==> src/rtl/psfs_pkg.sv <==
package psfs_pkg;
    localparam int FLT_W     = 4;
    localparam int FLT_OVP   = 0;
    localparam int FLT_FAST  = 1;
    localparam int FLT_SLOW  = 2;
    localparam int FLT_BROWN = 3;

    localparam int NFLAG        = 9;
    localparam int FL_VCC_HI    = 0;
    localparam int FL_VCC_LO    = 1;
    localparam int FL_PFC_HI    = 2;
    localparam int FL_PFC_LO    = 3;
    localparam int FL_RUN_HI    = 4;
    localparam int FL_RUN_LO    = 5;
    localparam int FL_OVP       = 6;
    localparam int FL_FAST      = 7;
    localparam int FL_SLOW      = 8;

    typedef enum logic [1:0] {
        LLC_OFF  = 2'd0,
        LLC_SOFT = 2'd1,
        LLC_RUN  = 2'd2
    } llc_state_e;
endpackage

==> src/rtl/psfs_sync.sv <==
module psfs_sync #(
    parameter int WIDTH  = 1,
    parameter int STAGES = 2
) (
    input  logic             clk,
    input  logic             rst_n,
    input  logic [WIDTH-1:0] async_i,
    output logic [WIDTH-1:0] sync_o
);
    logic [WIDTH-1:0] stage_q [STAGES];

    generate
        for (genvar s = 0; s < STAGES; s++) begin : g_stage
            always_ff @(posedge clk or negedge rst_n) begin
                if (!rst_n) begin
                    stage_q[s] <= '0;
                end else if (s == 0) begin
                    stage_q[s] <= async_i;
                end else begin
                    stage_q[s] <= stage_q[(s == 0) ? 0 : s-1];
                end
            end
        end
    endgenerate

    assign sync_o = stage_q[STAGES-1];
endmodule

==> src/rtl/psfs_hyst.sv <==
module psfs_hyst (
    input  logic set_i,
    input  logic clr_i,
    input  logic state_q_i,
    output logic state_d_o
);
    always_comb begin
        if (clr_i) begin
            state_d_o = 1'b0;
        end else if (set_i) begin
            state_d_o = 1'b1;
        end else begin
            state_d_o = state_q_i;
        end
    end
endmodule

==> src/rtl/psfs_ocp_qual.sv <==
module psfs_ocp_qual #(
    parameter int CYCLES = 8
) (
    input  logic clk,
    input  logic rst_n,
    input  logic active_i,
    input  logic tick_i,
    input  logic slow_i,
    output logic trip_o
);
    localparam int CNT_W = (CYCLES > 1) ? $clog2(CYCLES) : 1;

    logic [CNT_W-1:0] cnt_d, cnt_q;

    assign trip_o = active_i && tick_i && slow_i && (cnt_q == CNT_W'(CYCLES-1));

    always_comb begin
        cnt_d = cnt_q;
        if (!active_i) begin
            cnt_d = '0;
        end else if (tick_i) begin
            if (!slow_i || trip_o) begin
                cnt_d = '0;
            end else begin
                cnt_d = cnt_q + 1'b1;
            end
        end
    end

    always_ff @(posedge clk or negedge rst_n) begin
        if (!rst_n) begin
            cnt_q <= '0;
        end else begin
            cnt_q <= cnt_d;
        end
    end
endmodule

==> src/rtl/psfs_supervisor.sv <==
module psfs_supervisor
    import psfs_pkg::*;
#(
    parameter int SYNC_STAGES    = 2,
    parameter int SS_TICKS       = 4096,
    parameter int SLOW_TICKS     = 8,
    parameter int OVP_HOLD_TICKS = 2
) (
    input  logic             clk,
    input  logic             rst_n,
    input  logic             vcc_hi_i,
    input  logic             vcc_lo_i,
    input  logic             bulk_pfc_hi_i,
    input  logic             bulk_pfc_lo_i,
    input  logic             bulk_run_hi_i,
    input  logic             bulk_run_lo_i,
    input  logic             bulk_ovp_i,
    input  logic             ocp_fast_i,
    input  logic             ocp_slow_i,
    input  logic             llc_tick_i,
    input  logic             clr_valid_i,
    input  logic [FLT_W-1:0] clr_mask_i,
    output logic             pfc_en_o,
    output logic             llc_en_o,
    output logic             ss_req_o,
    output logic [FLT_W-1:0] fault_o
);
    localparam int SS_W   = (SS_TICKS > 1) ? $clog2(SS_TICKS) : 1;
    localparam int HOLD_W = $clog2(OVP_HOLD_TICKS + 1);

    typedef struct packed {
        logic              run;
        logic              pfc_ok;
        logic              llc_ok;
        logic              pfc_en;
        llc_state_e        st;
        logic [SS_W-1:0]   ss_cnt;
        logic [HOLD_W-1:0] hold;
        logic [FLT_W-1:0]  flt;
    } sup_t;

    sup_t st_d, st_q;

    logic [NFLAG-1:0] flag_s;
    logic run_d, pfc_ok_d, llc_ok_d;
    logic slow_trip;

    logic run_q, pfc_ok_q, llc_ok_q, ovp_s, fast_s;
    assign run_q    = st_q.run;
    assign pfc_ok_q = st_q.pfc_ok;
    assign llc_ok_q = st_q.llc_ok;
    assign ovp_s    = flag_s[FL_OVP];
    assign fast_s   = flag_s[FL_FAST];

    psfs_sync #(.WIDTH(NFLAG), .STAGES(SYNC_STAGES)) i_sync (
        .clk     (clk),
        .rst_n   (rst_n),
        .async_i ({ocp_slow_i, ocp_fast_i, bulk_ovp_i, bulk_run_lo_i, bulk_run_hi_i,
                   bulk_pfc_lo_i, bulk_pfc_hi_i, vcc_lo_i, vcc_hi_i}),
        .sync_o  (flag_s)
    );

    psfs_hyst i_hyst_run (
        .set_i (flag_s[FL_VCC_HI]), .clr_i (flag_s[FL_VCC_LO]),
        .state_q_i (st_q.run), .state_d_o (run_d)
    );
    psfs_hyst i_hyst_pfc (
        .set_i (flag_s[FL_PFC_HI]), .clr_i (flag_s[FL_PFC_LO]),
        .state_q_i (st_q.pfc_ok), .state_d_o (pfc_ok_d)
    );
    psfs_hyst i_hyst_llc (
        .set_i (flag_s[FL_RUN_HI]), .clr_i (flag_s[FL_RUN_LO]),
        .state_q_i (st_q.llc_ok), .state_d_o (llc_ok_d)
    );

    psfs_ocp_qual #(.CYCLES(SLOW_TICKS)) i_ocp_qual (
        .clk      (clk),
        .rst_n    (rst_n),
        .active_i (st_q.st != LLC_OFF),
        .tick_i   (llc_tick_i),
        .slow_i   (flag_s[FL_SLOW]),
        .trip_o   (slow_trip)
    );

    always_comb begin
        logic llc_on;
        logic stop;
        logic [FLT_W-1:0] set_bits;

        st_d        = st_q;
        st_d.run    = run_d;
        st_d.pfc_ok = pfc_ok_d;
        st_d.llc_ok = llc_ok_d;
        llc_on      = (st_q.st != LLC_OFF);
        set_bits    = '0;

        // overvoltage hold: reload while flagged, count strobes down afterwards
        if (ovp_s) begin
            st_d.hold = HOLD_W'(OVP_HOLD_TICKS);
        end else if (llc_tick_i && st_q.hold != '0) begin
            st_d.hold = st_q.hold - 1'b1;
        end
        st_d.pfc_en = run_d && pfc_ok_d && !ovp_s && (st_d.hold == '0);

        // half-bridge sequencing
        stop = !run_d || !llc_ok_d || fast_s || slow_trip;
        unique case (st_q.st)
            LLC_OFF: begin
                st_d.ss_cnt = '0;
                if (llc_tick_i && run_d && llc_ok_d && !fast_s) begin
                    st_d.st = LLC_SOFT;
                end
            end
            LLC_SOFT: begin
                if (stop) begin
                    st_d.st     = LLC_OFF;
                    st_d.ss_cnt = '0;
                end else if (llc_tick_i) begin
                    if (st_q.ss_cnt == SS_W'(SS_TICKS-1)) begin
                        st_d.st     = LLC_RUN;
                        st_d.ss_cnt = '0;
                    end else begin
                        st_d.ss_cnt = st_q.ss_cnt + 1'b1;
                    end
                end
            end
            LLC_RUN: begin
                if (stop) begin
                    st_d.st = LLC_OFF;
                end
            end
            default: begin
                st_d.st     = LLC_OFF;
                st_d.ss_cnt = '0;
            end
        endcase

        // sticky fault word
        set_bits[FLT_OVP]   = ovp_s;
        set_bits[FLT_FAST]  = llc_on && fast_s;
        set_bits[FLT_SLOW]  = slow_trip;
        set_bits[FLT_BROWN] = llc_on && !llc_ok_d;
        if (!run_d) begin
            st_d.flt = '0;
        end else begin
            st_d.flt = (st_q.flt & ~(clr_valid_i ? clr_mask_i : '0)) | set_bits;
        end
    end

    always_ff @(posedge clk or negedge rst_n) begin
        if (!rst_n) begin
            st_q <= '{run: 1'b0, pfc_ok: 1'b0, llc_ok: 1'b0, pfc_en: 1'b0,
                      st: LLC_OFF, ss_cnt: '0, hold: '0, flt: '0};
        end else begin
            st_q <= st_d;
        end
    end

    assign pfc_en_o = st_q.pfc_en;
    assign llc_en_o = (st_q.st != LLC_OFF);
    assign ss_req_o = (st_q.st == LLC_SOFT);
    assign fault_o  = st_q.flt;
endmodule

==> config.mk <==
export PLATFORM = sky130hd
export DESIGN_NAME = psfs_supervisor
export DESIGN_NICKNAME = d
export VERILOG_FILES = /design/src/rtl/psfs_pkg.sv /design/src/rtl/psfs_sync.sv /design/src/rtl/psfs_hyst.sv /design/src/rtl/psfs_ocp_qual.sv /design/src/rtl/psfs_supervisor.sv
export SDC_FILE = /design/constraint.sdc
export NUM_CORES = 1
export LEC_CHECK = 0
export BUFFER_PORTS_ARGS = -buffer_cell sky130_fd_sc_hd__buf_2
export CAP_MARGIN = 0
export CORE_UTILIZATION = 60
export CTS_CLUSTER_SIZE = 10
export DETAILED_ROUTE_END_ITERATION = 6
export GPL_TIMING_DRIVEN = 1
export PLACE_DENSITY = 0.94
export REMOVE_ABC_BUFFERS = 1
export SYNTH_ARGS = -nofsm -noshare
export SYNTH_HDL_FRONTEND = slang
export SYNTH_SLANG_ARGS = --single-unit
==> constraint.sdc <==
create_clock -name clk -period 4.95 [get_ports clk]
set_input_delay 0.2475 -clock clk [delete_from_list [all_inputs] [get_ports clk]]
set_output_delay 0.2475 -clock clk [all_outputs]
set_load 0.02 [all_outputs]
==> run summary <==
Outcome: complete, no violations
Most common cell after layout, fill and taps aside: dfrtp_1
Vias in the first global route: 1463
Least-Margin Pin Slew: 1.21 ns
Drt total wl: 4050 um
Synth Register Bits: 45
Cell at the slowest stage of the critical path: or3_1
CP startpoint: i_ocp_qual.cnt_q[0]
Post-CTS sizing: 0
Mapped Area: 1900 um2
Post-synth top area share: 59.3%
Pre-antenna DRT Iters: 4
Clk Latency, worst-skew pair: 0.36 ns
CTS sink count: 45
Post-synth EDFFs: 0
Crit path time final: 2.74 ns
Via density: 5.88
CP endpoint kind: flip-flop
RSZ-0062 raised after global routing: false
GRT Resource Usage Total: 27.5%
Largest delay share family, worst path: simple AND/OR/NAND/NOR gates
Yosys cell types: 41
Final Max Slew Viols: 0
TritonCTS buffer count: 5
Area contributors post-synth: dfrtp_1 (59%), nand3_1 (2.9%), ha_1 (2.6%)
Max-cap violations: 0
Placed insts: 224
Routability cong.: 0.865
Layout Area Growth over Synthesis: 14.2%
Pleak: 0.998 nW
First-pass GRT wire length: 6690 um
Worst EP arrival: 3.03 ns
Finished Layout Cells: 241
Hold crit path type: input pin to asynchronous set/reset pin
Reg-to-reg slack, setup: 2.21 ns
Mux contribution to synthesized area: 0%
Fin crit share: 55.4%
XOR/XNOR share of the synthesized area: 0.922%
Fill cells: 193
WS Path Type: flip-flop to flip-flop
Total gr overflow: 0
Seq/Total Area, Yosys: 59.3%
Post-DRT Antenna Nets: 0
I/O Buffers: 23
Share of layout cells above drive strength 1: 19.3%
Dominant synthesized flop cell: dfrtp_1
Root Driver: clkbuf_4
Worst-path cell chain: ha_1 > ha_1 > and3_1 > or4_4 > or3_1 > or3_4 > o31ai_2
Largest family of logic cells by synthesized area: simple AND/OR/NAND/NOR gates
Clk slew on worst S/H paths: 0.14 ns
Most frequent cells in the layout: dfrtp_1 (45), buf_2 (23), nand2_1 (11), nand3_1 (11)
Mean Syn Cell Area: 11.4 um2
Die height: 58.3 um
Fin nets: 217
CTS max path bufs: 2
H-tree levels: 2
IO Pins: 24
CTS tree: yes
Initial antenna violation count: 0
Die area: 3390 um2
Largest net degree at the start of global routing: 46
Final setup skew: 0.0109 ns
WP buf/inv: 0
Setup TNS: 0 ns
Ys async rst share: 100%
Mapped Cells: 166
Die width: 58.3 um
Standard-cell rows: 20
Startpoint Class: flip-flop
Post-synthesis compound-gate area fraction: 14.2%
Residual DRC count: 0
CP most frequent cell: ha_1
Warnings from Yosys: 0
Fin. Hold Viols: 0
Largest area contributor in the netlist: dfrtp_1
Peak fanout along the critical path: 9
Max stage delay on crit path: 0.49 ns
Via count: 1416
Initial core utilization: 62.7%
CP required: 5.23 ns
Setup Viol. Count Final: 0
Iter 0 DRT Violations: 109
Worst-case reg-to-reg path depth: 7
Worst vdd ir: 0.000233 V
Worst flop-to-flop path startpoint: i_ocp_qual.cnt_q[0]
Post-Synth Adder-Cell Area: 2.64%
Simple-Gate Fraction of Synth Area: 18.5%
Fmax: 365 MHz
Core area: 3030 um2
Avg WL per Cell: 16.8 um
Slew HR: 18.5%
Number of diodes: 0
Placed wire-length estimate: 2700 um
FF-to-FF End: st_q[13]
Pwr dens: 281 nW/um2
[flip-flops by register name, indices dropped and copies added (netlist names)]
signal,flops
fault_o,4
i_ocp_qual.cnt_q,3
i_sync.stage_q,9
i_sync.sync_o,9
llc_ok_q,1
pfc_en_o,1
pfc_ok_q,1
run_q,1
st_q,16
[synth_stat cells, types with 4 or more instances]
cell / instances
ha_1: 4
a21oi_1: 6
and4_1: 4
a22oi_1: 4
dfrtp_1: 45
nand3_1: 11
buf_4: 4
o21ai_1: 4
nor2_1: 9
nand2_1: 11
o31ai_1: 5
o21ai_0: 6
nand2b_1: 6
inv_1: 7
[worst max path at each step]
stage,slack (ns),cells after the start,end
floorplan,2.45,7,st_q[13]
global placement,2.38,7,st_q[13]
detailed placement,2.27,7,st_q[13]
CTS,2.23,7,st_q[13]
global route,2.12,7,st_q[13]
finish,2.21,7,st_q[13]
[per-layer routing]
| metal | routed length (um) | vias up | global-route usage [%] |
|---|---|---|---|
| met1 | 1630 | 712 | 34.0 |
| li1 | - | 647 | - |
| met4 | 93 | 0 | 10.2 |
| met3 | 158 | 12 | 7.59 |
| met5 | 0 | - | 0 |
| met2 | 2170 | 45 | 46.1 |
[logic make-up (layout without fill, tap and decap cells)]
kind of cell             after synthesis  in the layout
AND/OR/NAND/NOR                       62             62
flip-flops                            45             45
AO/OA/AOI/OAI                         37             37
buffers and inverters                 16             47
adder cells (fa/ha/maj)                4              4
XOR/XNOR                               2              2
[metrics by stage]
stage          hold WS, ns  instance area [um2]  util, %  power, mW  setup WS [ns]
3_5_place_dp         0.335                 2020     66.7      0.431           2.27
6_report           0.00831                 2170     71.6      0.610           2.21
2_1_floorplan      -0.0481                 1840        -      0.410           2.45
3_3_place_gp         0.333                 2020     66.7      0.428           2.38
4_1_cts             0.0280                 2170     71.6      0.612           2.23
5_1_grt             0.0690                 2170     71.6      0.639           2.12
[report_power, final]
part | switching [mW] | internal [mW]
clock | 0.123 | 0.0563
combinational | 0.0256 | 0.0190
sequential | 0.00537 | 0.380
total | 0.154 | 0.455
[what timing repair did]
action,in CTS,in global routing
hold buffers,9,0
setup endpoints to repair,0,0
endpoints found under the hold margin,9,0
setup buffers,0,0
[worst register-to-register path, stage by stage, from the launching register on]
cell	delay, ns
dfrtp_1	0.43
ha_1	0.22
ha_1	0.20
and3_1	0.21
or4_4	0.48
or3_1	0.49
or3_4	0.46
o31ai_2	0.18
[layout make-up]
type	count	area (um2)	share of cell area, %
clock buffers	5	37.5	1.73
clock inverters	3	21.3	0.981
multi-input cells	105	697	32.1
repair buffers	32	205	9.46
flip-flops and latches	45	1130	51.9
well taps	44	55.1	2.54
inverters	7	26.3	1.21
(Power assumes the default switching activity.)
